**config.mk**
```make
export PLATFORM = sky130hd
export DESIGN_NAME = hs_cfg_slave
export DESIGN_NICKNAME = d
export VERILOG_FILES = /design/src/rtl/hscfg_pkg.sv /design/src/rtl/hscfg_filter.sv /design/src/rtl/hscfg_cond.sv /design/src/rtl/hscfg_engine.sv /design/src/rtl/hscfg_regs.sv /design/src/rtl/hs_cfg_slave.sv
export SDC_FILE = /design/constraint.sdc
export NUM_CORES = 1
export LEC_CHECK = 0
export ABC_CLOCK_PERIOD_IN_PS = 2300
export CAP_MARGIN = 20
export CORE_UTILIZATION = 40
export CTS_CLUSTER_SIZE = 30
export DETAILED_ROUTE_END_ITERATION = 10
export PLACE_DENSITY = 0.63
export SYNTH_ARGS = -nofsm -noshare
export SYNTH_HDL_FRONTEND = slang
export SYNTH_HIERARCHICAL = 1
export SYNTH_SLANG_ARGS = --single-unit
```
**constraint.sdc**
```tcl
create_clock -name clk -period 2.3 [get_ports clk]
set_clock_uncertainty 0.05 [all_clocks]
set_input_delay 0.23 -clock clk [delete_from_list [all_inputs] [get_ports clk]]
set_output_delay 0.23 -clock clk [all_outputs]
set_load 0.05 [all_outputs]
```
**src/rtl/hscfg_pkg.sv**
```systemverilog
package hscfg_pkg;
  typedef enum logic [2:0] {
    PH_IDLE,
    PH_ADDR,
    PH_PTR,
    PH_DATA,
    PH_SKIP
  } phase_t;

  localparam int BYTE_BITS = 8;
endpackage

```
**src/rtl/hscfg_filter.sv**
```systemverilog
module hscfg_filter #(
  parameter int               LANES       = 3,
  parameter int               SYNC_STAGES = 2,
  parameter int               VOTE_TAPS   = 3,
  parameter logic [LANES-1:0] IDLE_VAL    = '1
) (
  input  logic             clk,
  input  logic             rst_n,
  input  logic [LANES-1:0] raw_i,
  output logic [LANES-1:0] clean_o
);
  localparam int HALF = VOTE_TAPS / 2;

  for (genvar g = 0; g < LANES; g++) begin : g_lane
    logic [SYNC_STAGES-1:0] sync_q;
    logic [VOTE_TAPS-1:0]   tap_q;
    logic                   out_q;
    logic                   vote_d;

    always_comb vote_d = ($countones(tap_q) > HALF);

    always_ff @(posedge clk or negedge rst_n) begin
      if (!rst_n) begin
        sync_q <= {SYNC_STAGES{IDLE_VAL[g]}};
        tap_q  <= {VOTE_TAPS{IDLE_VAL[g]}};
        out_q  <= IDLE_VAL[g];
      end else begin
        sync_q <= {sync_q[SYNC_STAGES-2:0], raw_i[g]};
        tap_q  <= {tap_q[VOTE_TAPS-2:0], sync_q[SYNC_STAGES-1]};
        out_q  <= vote_d;
      end
    end

    assign clean_o[g] = out_q;
  end
endmodule

```
**src/rtl/hscfg_cond.sv**
```systemverilog
module hscfg_cond (
  input  logic clk,
  input  logic rst_n,
  input  logic scl_i,
  input  logic sda_i,
  output logic start_o,
  output logic stop_o,
  output logic rise_o,
  output logic fall_o
);
  logic scl_q, sda_q, in_start_pulse_q, in_start_pulse_d;
  logic raw_start, raw_stop;

  always_comb begin
    raw_start = scl_i & scl_q & sda_q & ~sda_i;
    raw_stop  = scl_i & scl_q & ~sda_q & sda_i;
    rise_o    = scl_i & ~scl_q;
    fall_o    = ~scl_i & scl_q;
    start_o   = raw_start;
    stop_o    = raw_stop & ~in_start_pulse_q;
    in_start_pulse_d = in_start_pulse_q;
    if (raw_start)   in_start_pulse_d = 1'b1;
    else if (fall_o) in_start_pulse_d = 1'b0;
  end

  always_ff @(posedge clk or negedge rst_n) begin
    if (!rst_n) begin
      scl_q            <= 1'b1;
      sda_q            <= 1'b1;
      in_start_pulse_q <= 1'b0;
    end else begin
      scl_q            <= scl_i;
      sda_q            <= sda_i;
      in_start_pulse_q <= in_start_pulse_d;
    end
  end

  AST_START_STOP_EXCL: assert property (@(posedge clk) disable iff (!rst_n)
    $onehot0({start_o, stop_o}));
  AST_STOP_HELD_AFTER_START: assert property (@(posedge clk) disable iff (!rst_n)
    (start_o && scl_i) |=> !stop_o);
endmodule

```
**src/rtl/hscfg_engine.sv**
```systemverilog
module hscfg_engine
  import hscfg_pkg::*;
#(
  parameter logic [6:0] DEV_ADDR = 7'h20,
  parameter int         NUM_REGS = 5,
  parameter int         PTR_W    = $clog2(NUM_REGS)
) (
  input  logic                 clk,
  input  logic                 rst_n,
  input  logic                 scl_i,
  input  logic                 sda_i,
  input  logic                 start_i,
  input  logic                 stop_i,
  input  logic                 rise_i,
  input  logic                 fall_i,
  input  logic                 hw_mode_i,
  output logic                 sda_pull_o,
  output logic                 commit_o,
  output logic [PTR_W-1:0]     wr_ptr_o,
  output logic [BYTE_BITS-1:0] wr_data_o
);
  phase_t               phase_q, phase_d;
  logic [3:0]           cnt_q, cnt_d;
  logic [BYTE_BITS-1:0] shift_q, shift_d, ptr_q, ptr_d, stg_x_q, stg_x_d;
  logic [PTR_W-1:0]     stg_p_q, stg_p_d;
  logic                 stg_v_q, stg_v_d, ack_q, ack_d, commit_q, commit_d;

  always_comb begin
    phase_d  = phase_q;
    cnt_d    = cnt_q;
    shift_d  = shift_q;
    ptr_d    = ptr_q;
    ack_d    = ack_q;
    stg_v_d  = stg_v_q;
    stg_p_d  = stg_p_q;
    stg_x_d  = stg_x_q;
    commit_d = 1'b0;
    if (hw_mode_i) begin
      phase_d = PH_IDLE;
      cnt_d   = '0;
      ack_d   = 1'b0;
    end else if (stop_i) begin
      phase_d  = PH_IDLE;
      cnt_d    = '0;
      ack_d    = 1'b0;
      commit_d = stg_v_q;
      stg_v_d  = 1'b0;
    end else if (start_i) begin
      phase_d = PH_ADDR;
      cnt_d   = '0;
      ack_d   = 1'b0;
    end else if (phase_q != PH_IDLE) begin
      if (rise_i && cnt_q < 4'd8) begin
        shift_d = {shift_q[BYTE_BITS-2:0], sda_i};
        cnt_d   = cnt_q + 4'd1;
      end else if (fall_i && cnt_q == 4'd8) begin
        cnt_d = 4'd9;
        case (phase_q)
          PH_ADDR: begin
            if (shift_q[7:1] == DEV_ADDR) begin
              ack_d   = 1'b1;
              phase_d = shift_q[0] ? PH_SKIP : PH_PTR;
            end else begin
              phase_d = PH_SKIP;
            end
          end
          PH_PTR: begin
            ack_d   = 1'b1;
            ptr_d   = shift_q;
            phase_d = PH_DATA;
          end
          PH_DATA: begin
            ack_d = 1'b1;
            if (ptr_q < 8'(NUM_REGS)) begin
              stg_v_d = 1'b1;
              stg_p_d = ptr_q[PTR_W-1:0];
              stg_x_d = shift_q;
            end
            phase_d = PH_SKIP;
          end
          default: ;
        endcase
      end else if (fall_i && cnt_q == 4'd9) begin
        cnt_d = '0;
        ack_d = 1'b0;
      end
    end
  end

  always_ff @(posedge clk or negedge rst_n) begin
    if (!rst_n) begin
      phase_q  <= PH_IDLE;
      cnt_q    <= '0;
      shift_q  <= '0;
      ptr_q    <= '0;
      ack_q    <= 1'b0;
      stg_v_q  <= 1'b0;
      stg_p_q  <= '0;
      stg_x_q  <= '0;
      commit_q <= 1'b0;
    end else begin
      phase_q  <= phase_d;
      cnt_q    <= cnt_d;
      shift_q  <= shift_d;
      ptr_q    <= ptr_d;
      ack_q    <= ack_d;
      stg_v_q  <= stg_v_d;
      stg_p_q  <= stg_p_d;
      stg_x_q  <= stg_x_d;
      commit_q <= commit_d;
    end
  end

  assign sda_pull_o = ack_q;
  assign commit_o   = commit_q;
  assign wr_ptr_o   = stg_p_q;
  assign wr_data_o  = stg_x_q;

  AST_ACK_MOVES_SCL_LOW: assert property (@(posedge clk) disable iff (!rst_n)
    !$stable(ack_q) |-> !scl_i);
  AST_COMMIT_AFTER_STOP: assert property (@(posedge clk) disable iff (!rst_n)
    commit_q |-> $past(stop_i));
  AST_HW_RELEASES_SDA: assert property (@(posedge clk) disable iff (!rst_n)
    hw_mode_i |=> !ack_q);
  AST_READ_NO_PULL: assert property (@(posedge clk) disable iff (!rst_n)
    (phase_q == PH_SKIP && cnt_q < 4'd8) |-> !ack_q);
endmodule

```
**src/rtl/hscfg_regs.sv**
```systemverilog
module hscfg_regs #(
  parameter int   NUM_REGS  = 5,
  parameter int   PTR_W     = $clog2(NUM_REGS),
  parameter int   GAIN_W    = 5,
  parameter int   GAIN_MAX  = 23,
  parameter int   GAIN_POR  = 11,
  parameter int   MODE_BITS = 3
) (
  input  logic                               clk,
  input  logic                               rst_n,
  input  logic                               commit_i,
  input  logic [PTR_W-1:0]                   ptr_i,
  input  logic [7:0]                         data_i,
  output logic [NUM_REGS-2:0][GAIN_W-1:0]    gain_o,
  output logic [MODE_BITS-1:0]               mode_o
);
  localparam int NUM_GAINS = NUM_REGS - 1;

  logic [GAIN_W-1:0] clamped;
  logic              unused_hi;

  always_comb begin
    clamped = (data_i[GAIN_W-1:0] > GAIN_W'(GAIN_MAX)) ? GAIN_W'(GAIN_MAX) : data_i[GAIN_W-1:0];
  end
  assign unused_hi = ^data_i[7:GAIN_W];

  for (genvar i = 0; i < NUM_GAINS; i++) begin : g_gain
    logic              we;
    logic [GAIN_W-1:0] gain_q;
    always_comb we = commit_i && (ptr_i == PTR_W'(i));
    always_ff @(posedge clk or negedge rst_n) begin
      if (!rst_n)  gain_q <= GAIN_W'(GAIN_POR);
      else if (we) gain_q <= clamped;
    end
    assign gain_o[i] = gain_q;

    AST_GAIN_CAPPED: assert property (@(posedge clk) disable iff (!rst_n)
      gain_q <= GAIN_W'(GAIN_MAX));
  end

  logic                 mode_we;
  logic [MODE_BITS-1:0] mode_q;
  always_comb mode_we = commit_i && (ptr_i == PTR_W'(NUM_GAINS));
  always_ff @(posedge clk or negedge rst_n) begin
    if (!rst_n)       mode_q <= '0;
    else if (mode_we) mode_q <= data_i[MODE_BITS-1:0];
  end
  assign mode_o = mode_q;

  AST_HOLD_WITHOUT_COMMIT: assert property (@(posedge clk) disable iff (!rst_n)
    !commit_i |=> ($stable(gain_o) && $stable(mode_q)));
endmodule

```
**src/rtl/hs_cfg_slave.sv**
```systemverilog
module hs_cfg_slave #(
  parameter logic [6:0] DEV_ADDR      = 7'h20,
  parameter int         GAIN_W        = 5,
  parameter int         GAIN_MAX      = 23,
  parameter int         GAIN_POR      = 11,
  parameter int         SYNC_STAGES   = 2,
  parameter int         VOTE_TAPS     = 3,
  parameter int         HW_LOW_CYCLES = 65536
) (
  input  logic              clk,
  input  logic              rst_n,
  input  logic              scl_i,
  input  logic              sda_i,
  input  logic              sda_float_i,
  output logic              sda_pull_o,
  output logic [GAIN_W-1:0] anc_gain_l_o,
  output logic [GAIN_W-1:0] anc_gain_r_o,
  output logic [GAIN_W-1:0] ptl_gain_l_o,
  output logic [GAIN_W-1:0] ptl_gain_r_o,
  output logic              run_o,
  output logic              anc_off_o,
  output logic              ptl_on_o,
  output logic              hw_mode_o
);
  import hscfg_pkg::*;

  localparam int NUM_REGS = 5;
  localparam int PTR_W    = $clog2(NUM_REGS);
  localparam int CW       = $clog2(HW_LOW_CYCLES + 1);

  logic [2:0] clean;
  logic       scl_c, sda_c, float_c;
  logic       start, stop, rise, fall;
  logic       commit, pull;
  logic [PTR_W-1:0] wr_ptr;
  logic [7:0]       wr_data;
  logic [NUM_REGS-2:0][GAIN_W-1:0] gains;
  logic [2:0]       mode;

  hscfg_filter #(
    .LANES(3), .SYNC_STAGES(SYNC_STAGES), .VOTE_TAPS(VOTE_TAPS), .IDLE_VAL(3'b011)
  ) u_filter (
    .clk(clk), .rst_n(rst_n),
    .raw_i({sda_float_i, sda_i, scl_i}),
    .clean_o(clean)
  );
  assign scl_c   = clean[0];
  assign sda_c   = clean[1];
  assign float_c = clean[2];

  hscfg_cond u_cond (
    .clk(clk), .rst_n(rst_n), .scl_i(scl_c), .sda_i(sda_c),
    .start_o(start), .stop_o(stop), .rise_o(rise), .fall_o(fall)
  );

  // Strap-mode detection: SCL held low long enough
  logic [CW-1:0] low_cnt_q, low_cnt_d;
  logic          hw_q, hw_d;

  always_comb begin
    low_cnt_d = low_cnt_q;
    if (scl_c)                              low_cnt_d = '0;
    else if (low_cnt_q != CW'(HW_LOW_CYCLES)) low_cnt_d = low_cnt_q + CW'(1);
    hw_d = !scl_c && (low_cnt_q == CW'(HW_LOW_CYCLES));
  end

  always_ff @(posedge clk or negedge rst_n) begin
    if (!rst_n) begin
      low_cnt_q <= '0;
      hw_q      <= 1'b0;
    end else begin
      low_cnt_q <= low_cnt_d;
      hw_q      <= hw_d;
    end
  end

  hscfg_engine #(
    .DEV_ADDR(DEV_ADDR), .NUM_REGS(NUM_REGS), .PTR_W(PTR_W)
  ) u_engine (
    .clk(clk), .rst_n(rst_n), .scl_i(scl_c), .sda_i(sda_c),
    .start_i(start), .stop_i(stop), .rise_i(rise), .fall_i(fall),
    .hw_mode_i(hw_q), .sda_pull_o(pull), .commit_o(commit),
    .wr_ptr_o(wr_ptr), .wr_data_o(wr_data)
  );

  hscfg_regs #(
    .NUM_REGS(NUM_REGS), .PTR_W(PTR_W), .GAIN_W(GAIN_W),
    .GAIN_MAX(GAIN_MAX), .GAIN_POR(GAIN_POR), .MODE_BITS(3)
  ) u_regs (
    .clk(clk), .rst_n(rst_n), .commit_i(commit), .ptr_i(wr_ptr),
    .data_i(wr_data), .gain_o(gains), .mode_o(mode)
  );

  always_comb begin
    sda_pull_o = pull & ~hw_q;
    hw_mode_o  = hw_q;
    if (hw_q) begin
      anc_gain_l_o = GAIN_W'(GAIN_POR);
      anc_gain_r_o = GAIN_W'(GAIN_POR);
      ptl_gain_l_o = GAIN_W'(GAIN_POR);
      ptl_gain_r_o = GAIN_W'(GAIN_POR);
      run_o        = 1'b1;
      anc_off_o    = !float_c && sda_c;
      ptl_on_o     = !float_c && !sda_c;
    end else begin
      anc_gain_l_o = gains[0];
      anc_gain_r_o = gains[1];
      ptl_gain_l_o = gains[2];
      ptl_gain_r_o = gains[3];
      run_o        = mode[0];
      anc_off_o    = mode[1];
      ptl_on_o     = mode[2];
    end
  end

  AST_HW_NEEDS_SCL_LOW: assert property (@(posedge clk) disable iff (!rst_n)
    hw_q |-> !$past(scl_c));
endmodule

```
======== Word level (Yosys, flattened, before mapping) ========
Index checks and enable logic that the tools add are counted.
word-level totals
  flip-flop bits (word level) ............. 96
  input bits .............................. 5
  output and inout bits ................... 25
  word-level logic and storage cells ...... 158
operators by class
  add/sub/neg operators ................... 8
  order comparisons ....................... 6
  eq/ne operators ......................... 17
  muxes and demuxes ....................... 46
  bitwise logic cells ..................... 18
  reductions and logical operators ........ 35
operator list
  cell                     number
  $add A32 B1 Y32          3
  $gt A32 B2 Y1 const B    3
  $mux W17                 2
  $mux W4                  7
  $mux W5                  5
  $mux W3                  8
  $mux W1                  22
  $add A17 B1 Y17 const B  1
  $eq A17 B17 Y1 const B   1
  $ne A17 B17 Y1 const B   1
  $reduce_and A7 Y1        2
  $eq A3 B2 Y1 const B     4
  $ne A6 B6 Y1 const B     2
  $reduce_bool A2 Y1       6
  $reduce_bool A6 Y1       2
  $logic_and A1 B1 Y1      11
  $reduce_and A5 Y1        2
  $and A1 B1 Y1            9
  $not A1 Y1               9
  $pmux W3 S3              1
  $eq A4 B4 Y1 const B     2
  $lt A8 B3 Y1 const B     1
  $reduce_and A8 Y1        1
  $reduce_bool A4 Y1       2
  other kinds (18)         23

======== Logic depth before layout (Yosys ltp) ========
  word-level depth ........................ 10
  depth in mapped cells ................... 8
  mapped depth without buffers ............ 6

======== By module ========
Netlist, hierarchy kept.
modules (own cells, without submodules)
  module        times used  cells an instance  area an instance (um^2)  sequential area each (um^2)
  hscfg_engine  1           132                1667.8                   925.9
  hs_cfg_slave  1           124                1101.1                   450.4
  hscfg_regs    1           56                 979.7                    590.6
  hscfg_filter  1           27                 548.0                    465.4
  hscfg_cond    1           11                 132.6                    77.6

======== Worst setup path after synthesis ========
No wires, ideal clock.
  kind .................................... register -> output
  from .................................... reg hw_q (netlist: hw_mode_o)
  to ...................................... out anc_off_o
  arrival time ............................ 1.992 ns
  required time ........................... 2.020 ns
  setup slack ............................. 0.028 ns
  stages on the path, launching flop included .. 3
  path buffers ............................ 1
  cells stage by stage .................... dfrtp_1 clkbuf_1 o21ai_0
between the ends
  word-level cells in the longest chain between the ends .. 1
RTL lines
  element                 RTL line            text
  from (decl)             hs_cfg_slave.sv:58  logic hw_q, hw_d;
  from (signal assigned)  hs_cfg_slave.sv:73  hw_q <= hw_d;
  $mux W1                 hs_cfg_slave.sv:97  if (hw_q) begin
  to (decl)               hs_cfg_slave.sv:21  output logic anc_off_o,
No other way between the ends.

======== Final worst setup path ========
  from .................................... reg u_filter.g_lane[1].out_q
  to ...................................... reg u_engine.shift_q[2]
between the ends
  word-level cells in the longest chain between the ends .. 4
  elaborated cells between the ends (all ways) .. 7
  classes of those cells .................. 6 x bitwise; 1 x reduce/logical
RTL lines
  element                             RTL line             text
  from (decl)                         hscfg_filter.sv:17   logic out_q;
  from (signal assigned)              hscfg_filter.sv:26   out_q <= IDLE_VAL[g];
  from (signal assigned)              hscfg_filter.sv:30   out_q <= vote_d;
  $not A1 Y1                          hscfg_cond.sv:15     raw_start = scl_i & scl_q & sda_q & ~sda_i;
  $and A1 B1 Y1                       hscfg_cond.sv:15
  named net start                     hs_cfg_slave.sv:33   logic start, stop, rise, fall;
  $not A1 Y1 (no source line)         --
  $reduce_and A5 Y1 (no source line)  --
  to (signal assigned)                hscfg_engine.sv:104  shift_q <= shift_d;
  to (decl)                           hscfg_engine.sv:24   logic [BYTE_BITS-1:0] shift_q, shift_d, ptr_q, ptr_d, stg_x_q, stg_x_d;
The timed path passes the listed nets, and every way through them passes these cells.
A chain may end at the register's enable or synchronous reset.

==> results_dict.tcl <==
set metrics [dict create \
    status "finished clean" \
    worst-path-stages 4 \
    met2_wirelength_mm 3.671 \
    hold_path.class "input port to register" \
    worstPathArrival_ns 2.35 \
    fmax_mhz 465.4 \
    drive_gt1_share_pct 40.05 \
    tritoncts "done" \
    met3_length_um 268 \
    p_int_uw 2508 \
    core_sq_um 10420 \
    die_y_um 105.9 \
    top_layer_used "met4" \
    dieArea_sq_um 11220 \
    initial_core_util_pct 41.48 \
    dp_hpwl_mm 5.330 \
    max_cap_violations 0 \
    hold_viol 0 \
    grt_pass1_wl_mm 13.15 \
    synth_warnings 6 \
    postLayoutCellArea_sq_um 4972 \
    crit_chain "nor3b_1 -> or3_1 -> nor3_4 -> mux2_2" \
    cts_buffers 9 \
    nFillCells 956 \
    critPathLaunchType "register" \
    final_max_slew_viol_count 0 \
    ir_worst_vdd_v 0.0003316 \
    hold-path-cell-count 1 \
    post-place-ws_ns 0.1754 \
    worstRegToRegCells 4 \
    overflow 0 \
    crit_path_top_delay_cell "dfstp_2" \
    num_rows 37 \
    mappedNetlistArea_sq_um 4320 \
    worst_setup_path_end_kind "register" \
    grt_setup_unrepaired "false" \
    drt-met1-wl_mm 3.510 \
    detail-route-antenna-nets 0 \
    critPathRequiredTime_ns 2.50 \
    powerDensity_nw_per_um2 710.5 \
    die_w_um 105.9 \
    setup_viol 0 \
    switching_share_pct 29.01 \
    avgViaCountPerCell 5.131 \
    total_power_uw 3533 \
    firstDrtPassIters 4 \
    grt_max_degree 43 \
    io_pins 30 \
    avgSynthCellArea_sq_um 12.56 \
    cp_top_family "simple AND/OR/NAND/NOR gates" \
    routed_wl_mm 7.524 \
    fin_ws_ns 0.1515 \
    timing.critical_path.buf_inv 0 \
    tns_ns 0 \
    pwr-share-seq_pct 56.6 \
    critPathKind "register to register" \
    grt_pass1_vias 2690 \
    synthesis.nets 357 \
    switchingPower_uw 1025 \
    cts_buffer_depth 2 \
    slew_headroom_pct 67.88 \
    io_buffers 29 \
    period_share_pct 93.41 \
    wl_per_cell_um 14.25 \
    groute.usage.overall_pct 15.02 \
    cp_max_fo 8 \
    p_leak_uw 0.002317 \
    synth_cells 344 \
    finalNetCount 400 \
    worst_pin_slew_ns 0.4819 \
    placed_area_sq_um 4767 \
    htree_levels 3 \
    pwr-share-clk_pct 29.7 \
    clock-sinks 96 \
    areaGrowthSynthToFinish_pct 15.09 \
    worst_skew_pair.late_latency_ns 0.37 \
    vias 2709 \
    place_congestion 0.7891 \
    drt-initial-drc-count 74 \
    clkTransAtPathRegs_ns 0.10 \
    diodes 0 \
    crit_path_max_incr_delay_ns 0.59 \
    post-route-drc-count 0 \
    cts-root-buf "clkbuf_8" \
    p_comb_share_pct 13.8 \
    whs_ns 0.2093 \
    antenna_found_initial 0 \
    post-route-min-period_ns 2.148 \
]
==> through the flow <==
step / utilization [%] / cells
global placement: 45.77 / 511
finish: 47.74 / 528
floorplan: - / 344
detailed placement: 45.77 / 511
CTS: 47.68 / 528
global route: 47.74 / 528
==> cell usage in the layout, fill, tap and decap left out, types with 5 or more instances in the layout <==
cell type	count
a21oi_1	12
or2_2	13
mux2_2	43
nand3_1	8
dfstp_2	26
nand2_1	11
nor3_1	7
ha_1	8
nor2_1	20
clkbuf_8	10
xor2_1	5
inv_1	11
or3_1	6
mux2_4	5
a21o_1	6
o21ai_0	11
nor2b_1	13
xnor2_1	6
buf_4	37
dfrtp_1	70
==> power groups by stage <==
stage / sequential, uW / clock (uW) / combinational, uW
floorplan: 1980 / 0 / 344
global placement: 2020 / 0 / 476
detailed placement: 2030 / 0 / 488
CTS: 2000 / 1100 / 491
global route: 2030 / 1160 / 553
finish: 2000 / 1050 / 486
==> state kept, by name (all words and copies together) (netlist names) <==
name / cells
u_regs/g_gain.gain_q: 20
low_cnt_q: 17
u_filter/g_lane.tap_q: 9
u_engine/ptr_q: 8
u_engine/shift_q: 8
u_filter/g_lane.sync_q: 6
u_engine/wr_data_o: 5
u_engine/cnt_q: 4
u_engine/phase_q: 3
u_engine/wr_ptr_o: 3
u_filter/g_lane.out_q: 3
u_regs/mode_o: 3
hw_mode_o: 1
u_cond/in_start_pulse_q: 1
u_cond/scl_q: 1
u_cond/sda_q: 1
u_engine/commit_o: 1
u_engine/sda_pull_o: 1
u_engine/stg_v_q: 1
==> repair_timing <==
action,CTS,global route
buffers inserted,0,0
endpoints found under the hold margin,30,0
gates resized for setup,0,1
hold buffers,1,0
setup endpoints to repair,0,8
==> per-layer routing <==
metal  vias to the layer above  global-route usage [%]
met3                         5                   4.047
li1                       1298                       -
met2                        43                   24.04
met5                         -                       0
met4                         0                   4.365
met1                      1363                   20.04
==> path summary, 6_finish.rpt <==
kind / start / endpoint / slack, ns
worst max-delay path: u_filter/g_lane[1].out_q$_DFF_PN1_ / u_engine/shift_q[2]$_DFFE_PN0P_ / 0.15
worst min-delay path: scl_i / u_filter/g_lane[0].sync_q[0]$_DFF_PN1_ / 0.21
worst max register to register: u_filter/g_lane[1].out_q$_DFF_PN1_ / u_engine/shift_q[2]$_DFFE_PN0P_ / 0.15
worst min register to register: u_filter/g_lane[0].sync_q[1]$_DFF_PN1_ / u_filter/g_lane[0].tap_q[0]$_DFF_PN1_ / 0.31
max in group asynchronous: rst_n / u_filter/g_lane[1].tap_q[0]$_DFF_PN1_ / 1.20
min in group asynchronous: rst_n / u_engine/cnt_q[1]$_DFFE_PN0P_ / 0.31
==> final cells by class <==
class	count	area, sq um	area share (%)
clock buffer	10	137.6	2.768
timing repair buffer	43	357.8	7.197
multi-input combinational	226	1779	35.78
sequential	96	2435	48.97
inverter	11	41.29	0.8304
clock inverter	6	51.30	1.032
tap	136	170.2	3.422
Power figures use the tool's default switching activity.
